## config.mk

```make
export PLATFORM = sky130hd
export DESIGN_NAME = fsc_capture
export DESIGN_NICKNAME = d
export VERILOG_FILES = /design/src/rtl/fsc_pkg.sv /design/src/rtl/fsc_prio.sv /design/src/rtl/fsc_encode.sv /design/src/rtl/fsc_capture.sv
export SDC_FILE = /design/constraint.sdc
export NUM_CORES = 1
export LEC_CHECK = 0
export ABC_AREA = 0
export BUFFER_PORTS_ARGS = -buffer_cell sky130_fd_sc_hd__buf_4
export CAP_MARGIN = 20
export CORE_MARGIN = 2
export CORE_UTILIZATION = 39
export DETAILED_ROUTE_END_ITERATION = 6
export PLACE_DENSITY = 0.86
export SLEW_MARGIN = 25
export SYNTH_ARGS = -nofsm -noshare
export SYNTH_HDL_FRONTEND = slang
export SYNTH_SLANG_ARGS = --single-unit
```

## constraint.sdc

```tcl
create_clock -name clk -period 1.6 [get_ports clk]
set_input_delay 0.32 -clock clk [delete_from_list [all_inputs] [get_ports clk]]
set_output_delay 0.32 -clock clk [all_outputs]
set_load 0.03 [all_outputs]
```

## src/rtl/fsc_pkg.sv

```systemverilog
package fsc_pkg;

   localparam int NSRC  = 12;
   localparam int IDX_W = 4;

   typedef enum logic [1:0] {
      OP_DATA = 2'd0,
      OP_INSN = 2'd1,
      OP_DCM  = 2'd2,
      OP_ICM  = 2'd3
   } op_e;

   // source index = ranking position, 0 is strongest
   localparam int S_ALIGN = 0;
   localparam int S_TLB   = 1;
   localparam int S_XL1   = 2;
   localparam int S_XL2   = 3;
   localparam int S_TRANS = 4;
   localparam int S_ACC   = 5;
   localparam int S_DOM   = 6;
   localparam int S_PERM  = 7;
   localparam int S_PREC  = 8;
   localparam int S_IMPR  = 9;
   localparam int S_PAR   = 10;
   localparam int S_DBG   = 11;

   localparam logic [4:0] CODE_ICM = 5'b00100;

   function automatic logic [4:0] fsc_code(input logic [IDX_W-1:0] idx, input logic page);
      case (idx)
         4'd0:    return 5'b00001;
         4'd1:    return 5'b00000;
         4'd2:    return 5'b01100;
         4'd3:    return 5'b01110;
         4'd4:    return page ? 5'b00111 : 5'b00101;
         4'd5:    return page ? 5'b00110 : 5'b00011;
         4'd6:    return page ? 5'b01011 : 5'b01001;
         4'd7:    return page ? 5'b01111 : 5'b01101;
         4'd8:    return 5'b01000;
         4'd9:    return 5'b10110;
         4'd10:   return 5'b11000;
         4'd11:   return 5'b00010;
         default: return 5'b00000;
      endcase
   endfunction

   function automatic logic dom_valid(input logic [IDX_W-1:0] idx, input logic page);
      case (idx)
         4'd3, 4'd5, 4'd6, 4'd7, 4'd8, 4'd11: return 1'b1;
         4'd4:                                return page;
         default:                             return 1'b0;
      endcase
   endfunction

   function automatic logic is_ext(input logic [IDX_W-1:0] idx);
      return (idx == 4'd2) || (idx == 4'd3) || (idx == 4'd8) || (idx == 4'd9);
   endfunction

   function automatic logic code_legal(input logic [4:0] c);
      case (c)
         5'b00000, 5'b00001, 5'b00010, 5'b00011, 5'b00100, 5'b00101,
         5'b00110, 5'b00111, 5'b01000, 5'b01001, 5'b01011, 5'b01100,
         5'b01101, 5'b01110, 5'b01111, 5'b10110, 5'b11000: return 1'b1;
         default: return 1'b0;
      endcase
   endfunction

endpackage

```

## src/rtl/fsc_prio.sv

```systemverilog
module fsc_prio #(
   parameter int N  = 12,
   localparam int IW = $clog2(N)
) (
   input  logic [N-1:0]  req,
   output logic [N-1:0]  grant,
   output logic [IW-1:0] idx,
   output logic          any
);

   logic [N:0] seen;
   assign seen[0] = 1'b0;

   generate
      for (genvar g = 0; g < N; g++) begin : g_rank
         assign seen[g+1] = seen[g] | req[g];
         assign grant[g]  = req[g] & ~seen[g];
      end
   endgenerate

   assign any = seen[N];

   always_comb begin
      idx = '0;
      for (int i = N - 1; i >= 0; i--) begin
         if (grant[i]) idx = IW'(i);
      end
   end

   // at most one source wins, and one wins whenever any is asking
   always_comb begin
      p_one_winner_r1: assert ($onehot0(grant) && ((|grant) == (|req)));
   end

endmodule

```

## src/rtl/fsc_encode.sv

```systemverilog
module fsc_encode
   import fsc_pkg::*;
#(
   parameter int FSR_W = 32,
   parameter int DOM_W = 4
) (
   input  logic [IDX_W-1:0] idx,
   input  logic             page,
   input  logic [DOM_W-1:0] dom,
   input  logic             slv,
   input  logic             dom_en,
   output logic [FSR_W-1:0] word
);

   logic [4:0] code;
   assign code = fsc_code(idx, page);

   always_comb begin
      word       = '0;
      word[12]   = is_ext(idx) & slv;
      word[10]   = code[4];
      word[7:4]  = (dom_en && dom_valid(idx, page)) ? dom : '0;
      word[3:0]  = code[3:0];
   end

   // reserved codes are never formed
   always_comb begin
      p_no_reserved_r2: assert (code_legal({word[10], word[3:0]}));
   end

endmodule

```

## src/rtl/fsc_capture.sv

```systemverilog
module fsc_capture
   import fsc_pkg::*;
#(
   parameter int AW     = 32,
   parameter int FSR_W  = 32,
   parameter int DOM_W  = 4,
   parameter bit ICM_EN = 1'b1
) (
   input  logic             clk,
   input  logic             rst_n,
   input  logic [11:0]      flt_vec,
   input  logic             pg_kind,
   input  logic [DOM_W-1:0] dom_in,
   input  logic             slv_err,
   input  logic [AW-1:0]    data_addr,
   input  logic [AW-1:0]    instr_addr,
   input  logic [1:0]       op_kind,
   output logic [FSR_W-1:0] dfsr_q,
   output logic [FSR_W-1:0] ifsr_q,
   output logic [AW-1:0]    far_q,
   output logic [AW-1:0]    ifar_q,
   output logic             abort_stb
);

   localparam logic [FSR_W-1:0] USED_MASK = FSR_W'(32'h0000_14FF);

   generate
      if (FSR_W < 13) begin : g_bad_fsr_w
         $error("fsc_capture: FSR_W must be at least 13");
      end
      if (DOM_W != 4) begin : g_bad_dom_w
         $error("fsc_capture: domain field occupies bits 7:4, DOM_W must be 4");
      end
      if (AW < 1) begin : g_bad_aw
         $error("fsc_capture: AW must be positive");
      end
   endgenerate

   logic [NSRC-1:0]  grant;
   logic [IDX_W-1:0] win;
   logic             any;
   logic [FSR_W-1:0] d_word, i_word, icm_word;
   logic             icm_hit;
   op_e              op;

   assign op = op_e'(op_kind);

   fsc_prio #(.N(NSRC)) u_prio (
      .req   (flt_vec),
      .grant (grant),
      .idx   (win),
      .any   (any)
   );

   fsc_encode #(.FSR_W(FSR_W), .DOM_W(DOM_W)) u_enc_d (
      .idx (win), .page (pg_kind), .dom (dom_in), .slv (slv_err),
      .dom_en (1'b1), .word (d_word)
   );

   fsc_encode #(.FSR_W(FSR_W), .DOM_W(DOM_W)) u_enc_i (
      .idx (win), .page (pg_kind), .dom (dom_in), .slv (slv_err),
      .dom_en (1'b0), .word (i_word)
   );

   always_comb begin
      icm_word      = '0;
      icm_word[10]  = CODE_ICM[4];
      icm_word[3:0] = CODE_ICM[3:0];
   end

   generate
      if (ICM_EN) begin : g_icm
         assign icm_hit = (op == OP_ICM) && flt_vec[S_TRANS]
                          && !flt_vec[S_ALIGN] && !flt_vec[S_TLB];
      end else begin : g_no_icm
         assign icm_hit = 1'b0;
      end
   endgenerate

   logic ld_d, ld_i, ld_f, ld_ia;

   always_comb begin
      ld_d = 1'b0; ld_i = 1'b0; ld_f = 1'b0; ld_ia = 1'b0;
      if (any) begin
         unique case (op)
            OP_DATA: begin ld_d = 1'b1; ld_f = 1'b1; end
            OP_INSN: begin ld_i = 1'b1; ld_ia = 1'b1; end
            OP_DCM, OP_ICM: begin
               ld_d = 1'b1; ld_f = 1'b1; ld_ia = 1'b1;
               ld_i = icm_hit;
            end
         endcase
      end
   end

   always_ff @(posedge clk) begin
      if (!rst_n) begin
         dfsr_q    <= '0;
         ifsr_q    <= '0;
         far_q     <= '0;
         ifar_q    <= '0;
         abort_stb <= 1'b0;
      end else begin
         abort_stb <= any;
         if (ld_d)  dfsr_q <= icm_hit ? icm_word : d_word;
         if (ld_i)  ifsr_q <= i_word;
         if (ld_f)  far_q  <= data_addr;
         if (ld_ia) ifar_q <= instr_addr;
      end
   end

   // idle cycle leaves everything alone
   p_idle_hold_r10: assert property (@(posedge clk) disable iff (!rst_n)
      !(|flt_vec) |=> (!abort_stb && $stable(dfsr_q) && $stable(ifsr_q)
                       && $stable(far_q) && $stable(ifar_q)));

   // any flag gives a strobe on the next cycle
   p_strobe_r10: assert property (@(posedge clk) disable iff (!rst_n)
      (|flt_vec) |=> abort_stb);

   // fetch aborts leave the data-side state alone
   p_fetch_keep_r8: assert property (@(posedge clk) disable iff (!rst_n)
      ((|flt_vec) && op_kind == 2'd1) |=> ($stable(far_q) && $stable(dfsr_q)));

   // maintenance code on the data side, no domain, no bus flag
   p_icm_code_r9: assert property (@(posedge clk) disable iff (!rst_n)
      icm_hit |=> (dfsr_q[3:0] == 4'b0100 && !dfsr_q[10]
                   && dfsr_q[7:4] == 4'd0 && !dfsr_q[12]));

   // unused status bits stay zero
   p_unused_zero_r3: assert property (@(posedge clk) disable iff (!rst_n)
      ((dfsr_q & ~USED_MASK) == '0) && ((ifsr_q & ~USED_MASK) == '0));

   // registered codes are never reserved ones
   p_legal_code_r2: assert property (@(posedge clk) disable iff (!rst_n)
      abort_stb |-> (code_legal({dfsr_q[10], dfsr_q[3:0]})
                     && code_legal({ifsr_q[10], ifsr_q[3:0]})));

endmodule

```

# After elaboration in Yosys (flattened, before gate mapping)
# Index checks and enable logic that the tools add are counted.
[op_classes]
n_eq_ne = 13
n_mux = 26
bitwise_logic = 34
n_reduce_logical = 14
[ops]
columns = ["op", "n"]
rows = [
  ["one-hot mux 5 bit (11 select lines)", 1],
  ["two-way mux 4 bit", 13],
  ["equality test 4 x 3 -> 1 bit, second input constant", 4],
  ["equality test 4 bit, second input constant", 4],
  ["two-way mux 13 bit", 1],
  ["AND 1 bit", 12],
  ["inverter 1 bit", 11],
  ["OR 1 bit", 11],
  ["equality test 4 x 2 -> 1 bit, second input constant", 2],
  ["two-way mux 2 bit", 3],
  ["OR reduction 3 bit", 2],
  ["OR reduction 6 bit", 1],
  ["two-way mux 1 bit", 5],
  ["equality test 2 bit, second input constant", 2],
  ["logical NOT 4 bit", 1],
  ["one-hot mux 1 bit (2 select lines)", 2],
  ["logical AND 1 bit", 3],
  ["logical OR 1 bit", 3],
  ["two-way mux 3 bit", 1],
  ["equality test 2 x 1 -> 1 bit, second input constant", 1],
  ["logical NOT 1 bit", 2],
  ["logical NOT 2 bit", 1],
  ["OR reduction 2 bit", 1],
]
[word_totals]
reg_bits = 103
in_bits = 86
output_inout_bits = 129
word_cells = 92

# Logic depth before layout (Yosys ltp)
[logic_depth]
word_depth = 30
ltp_mapped = 7
depth_no_buf = 6

# Modules after synthesis
# From an unflattened synthesis, not the netlist that was laid out.
[hier_totals]
hier_cells = 746
area_unflattened_um2 = 5965.7
[modules_own_cells]
columns = ["mod", "instances", "cells_per_inst", "area_per_inst_um2"]
rows = [
  ["fsc_capture", 1, 574, 4769.6],
  ["fsc_encode at u_enc_i", 1, 71, 501.7],
  ["fsc_encode at u_enc_d", 1, 67, 459.2],
  ["fsc_prio", 1, 34, 235.2],
]

# Worst setup path after synthesis
# No wires, ideal clock.
[synth_timing]
kind = "input-to-reg"
startpoint = "in flt_vec[3]"
endpoint = "reg dfsr_q[4]"
setup_ns = 0.061
t_arrival_ns = 1.648
setup_slack_ns = -0.109
stages = 6
cell_sequence = "nor4_4 o311a_4 nor2_8 mux2i_1 a311oi_2 a32o_1"
[synth_via]
elab_chain_cells = 27
[synth_rtl]
columns = ["item", "line", "text"]
rows = [
  ["start: declaration", "fsc_capture.sv:11", "input logic [11:0] flt_vec,"],
  ["OR 1 bit (8 in series)", "fsc_prio.sv:16", "assign seen[g+1] = seen[g] | req[g];"],
  ["inverter 1 bit", "fsc_prio.sv:17", "assign grant[g] = req[g] & ~seen[g];"],
  ["AND 1 bit", "fsc_prio.sv:17", ""],
  ["two-way mux 4 bit (12 in series)", "fsc_prio.sv:26", "if (grant[i]) idx = IW'(i);"],
  ["equality test 4 x 3 -> 1 bit (tied with other cells)", "n/a", ""],
  ["OR reduction 6 bit", "n/a", ""],
  ["one-hot mux 1 bit (2 select lines)", "fsc_pkg.sv:48", "case (idx)"],
  ["two-way mux 4 bit", "fsc_encode.sv:22", "word[7:4] = (dom_en && dom_valid(idx, page)) ? dom : '0;"],
  ["two-way mux 13 bit", "fsc_capture.sv:105", "if (ld_d) dfsr_q <= icm_hit ? icm_word : d_word;"],
  ["end signal: assignment", "fsc_capture.sv:105", ""],
  ["end: declaration", "fsc_capture.sv:18", "output logic [FSR_W-1:0] dfsr_q,"],
]
# Parallel ways exist; a longest one is shown, timed or not.
# A chain may end at the register's enable or synchronous reset.

# Worst setup path after layout
[layout_timing]
startpoint = "in flt_vec[4]"
endpoint = "reg dfsr_q[5]"
[layout_via]
elab_chain_cells = 26
[layout_rtl]
columns = ["item", "line"]
rows = [
  ["OR 1 bit (7 in series)", "fsc_prio.sv:16"],
  ["inverter 1 bit", "fsc_prio.sv:17"],
  ["AND 1 bit", "fsc_prio.sv:17"],
  ["two-way mux 4 bit (12 in series)", "fsc_prio.sv:26"],
  ["equality test 4 x 3 -> 1 bit (tied with other cells)", "n/a"],
  ["OR reduction 6 bit", "n/a"],
  ["one-hot mux 1 bit (2 select lines)", "fsc_pkg.sv:48"],
  ["two-way mux 4 bit", "fsc_encode.sv:22"],
  ["two-way mux 13 bit", "fsc_capture.sv:105"],
]
# Parallel ways exist; a longest one is shown, timed or not.

==> qor.csv <==
metric,value,unit
largest net degree at the start of global routing,75,
grt total ovfl,0,
fin util,58.9,%
Hold Path Origin,dom_in[3],
#FFs+latches synth,81,
Startpoint Class,primary input,
"EDFF count, synth",0,
core area,8760,sq um
DIE AREA,9830,sq um
ys flop type,dfxtp_1,
Synth area leader,dfxtp_1,
initial antenna violation count,0,
Worst Skew,0,ps
worst-case clock buffer depth,2,
Die H,99.1,um
RR Startpoint,ifsr_q[0],
Clock Latency Late Sink,330,ps
"IR drop worst, VDD",488,uV
die width,99.1,um
Hold WC Path Type,primary input to register,
drt drc,0,
layout cells sized above 1,36.7,%
RSZ-0062 raised after global routing,no,
Initial Utilization,40.3,%
critical path endpoint category,register,
Global Route Usage Sum,18.5,%
Yosys cell types,43,
Final period util,99.9,%
Critical Path Fanout Max,5,
Mapped Cells,438,
Clock transition at path regs,70,ps
path type of the worst setup path,primary input to register,
Avg Inst Size Synth,8.06,sq um
PortBufs,166,
DP Worst Slack,-435,ps
setup violators final,0,
clk root buf,clkbuf_8,
Reg2Reg Setup Slack,850,ps
I/O pins,215,
Area Overhead vs Synth,46.2,%
drt first pass iters,4,
initial drt markers,101,
Num CTS Buffers,9,
hold-fix buffer count after cts,0,
yosys warns,0,
Pwr per Cell Area,954,nW/um^2
routed wire length,9490,um
asr flop ratio synth,0,%
number of global-route vias before repair,3418,
vias per cell,4.76,
R2R depth,2,
outcome,"finished, final reports clean",
Placer Congestion,0.848,
detailed-route via count,3486,
Worst Hold End,dfsr_q[7],
global-route wire length before repair,15000,um
critical register-to-register path endpoint,ifsr_q[0],
row count,34,
Final Max Slew Viols,0,
n_diodes,0,
# nets final,706,
Hold Crit Depth,2,
"Arr. time, crit path",1820,ps
leak pwr,2.46,nW
Post-DP HPWL,7190,um
final hold violations,0,
WP data required,1820,ps
Syn Std Cell Area,3530,sq um
sequential-to-total area share from yosys stat,45.9,%
post-route ant nets,0,
fillcell total,765,
Synth area leaders,"dfxtp_1 46%, nand2_1 15%, buf_4 10%",
Final WS setup,2.36,ps
Final Critical Period,1600,ps
CTS tree,yes,
share of the synthesized area in the top cell type,45.9,%
maximum clock rate,626,MHz
maxcap violations,0,
per-cell routed wire length,13.0,um
clock sink total,81,
H-tree depth,3,
metrics by stage:
| step | instances | setup TNS, ps | hold slack [ps] | power (W) | instance area [sq um] |
|---|---|---|---|---|---|
| after floorplan | 485 | -1880 | 442 | 0.00298 | 3710 |
| after global placement | 717 | -14740 | 442 | 0.00337 | 4910 |
| after detailed placement | 717 | -17160 | 447 | 0.00340 | 4910 |
| after CTS | 732 | 0 | 180 | 0.00497 | 5130 |
| after global routing | 732 | 0 | 192 | 0.00515 | 5160 |
| final | 732 | 0 | 202 | 0.00492 | 5160 |
layout by cell type (no fill, tap or decap), types with 2 or more instances in the layout:
cell type | Yosys | final
a211oi_1 | 2 | 2
a21oi_1 | 68 | 67
a22oi_1 | 2 | 2
a31oi_1 | 2 | 2
a32o_1 | 4 | 4
buf_12 | 0 | 5
buf_4 | 48 | 190
bufinv_16 | 0 | 2
clkbuf_8 | 0 | 9
conb_1 | 1 | 48
dfxtp_1 | 81 | 81
mux2i_1 | 2 | 2
nand2_1 | 140 | 140
nand2b_1 | 3 | 3
nand3_1 | 7 | 7
nor2_1 | 14 | 12
nor2_2 | 0 | 2
nor2b_1 | 2 | 2
nor4_4 | 2 | 2
o21ai_0 | 6 | 6
o311a_4 | 2 | 2
final cells by class:
type | instances | area, sq um | area share [%]
Multi-Input combinational cell | 330 | 1650 | 32.0
Clock inverter | 5 | 81.3 | 1.58
Inverter | 2 | 7.51 | 0.145
Sequential cell | 81 | 1620 | 31.4
Clock buffer | 10 | 128 | 2.47
Tap cell | 108 | 135 | 2.62
Timing Repair Buffer | 196 | 1540 | 29.8
worst max path at each step:
stage          startpoint    endpoint  cells after the start
2_1_floorplan  flt_vec[1]   dfsr_q[4]                      6
3_3_place_gp   flt_vec[0]  ifsr_q[12]                      6
3_5_place_dp   flt_vec[0]   ifsr_q[0]                      6
4_1_cts        flt_vec[0]   dfsr_q[5]                      8
5_1_grt        flt_vec[5]   dfsr_q[6]                      8
6_report       flt_vec[4]   dfsr_q[5]                      8
Yosys cell counts, types with 2 or more instances:
library cell / n
nor4_4: 2
nor4_1: 2
nand2b_1: 3
nor3b_1: 2
inv_1: 2
a22oi_1: 2
a21oi_1: 68
a32o_1: 4
a2bb2oi_1: 2
buf_4: 48
buf_2: 8
dfxtp_1: 81
nor2_1: 14
o311a_4: 2
a211oi_1: 2
nor2b_1: 2
mux2i_1: 2
clkbuf_1: 16
o21ai_0: 6
a31oi_1: 2
nand3_1: 7
nand2_1: 140
sequential cells by signal (all words and copies together) (netlist names):
register	cells
far_q	32
abort_stb	1
dfsr_q	10
ifsr_q	6
ifar_q	32
kinds of logic (layout without fill, tap and decap cells):
family | count (synthesis) | after routing | synth area share, %
buffers and inverters | 74 | 213 | 13.3
flip-flops | 81 | 81 | 45.9
AO/OA/AOI/OAI | 102 | 102 | 18.3
XOR/XNOR | 1 | 1 | 0.248
AND/OR/NAND/NOR | 177 | 177 | 21.6
other | 1 | 48 | 0.106
multiplexers | 2 | 2 | 0.567
metal layers:
metal / part of all wire, % / vias to the layer above / track usage [%]
met5: 0 / - / 0
met4: 2.2 / 0 / 8.11
met3: 8.4 / 23 / 5.41
met2: 51 / 159 / 33.8
met1: 39 / 1576 / 19.8
li1: - / 1728 / -
worst max-delay path: stages:
cell and delay [ps]:
buf_4 140, nor4_1 340, o311a_4 310, nor2_8 50
mux2i_1 170, a311oi_2 110, buf_4 170, a32o_1 210
report_power, final:
part           total (W)  switching, W  internal, W
clock network    0.00156      0.000692     0.000871
registers        0.00220     0.0000639      0.00214
logic            0.00116      0.000712     0.000448
total            0.00492       0.00147      0.00346
what timing repair did:
action / CTS / global route
pin swaps: 0 / 6
gates resized for setup: 1 / 7
setup buffers: 0 / 1
cloned: 0 / 0
endpoints found under the setup margin: 3 / 24
Power figures use the tool's default switching activity.
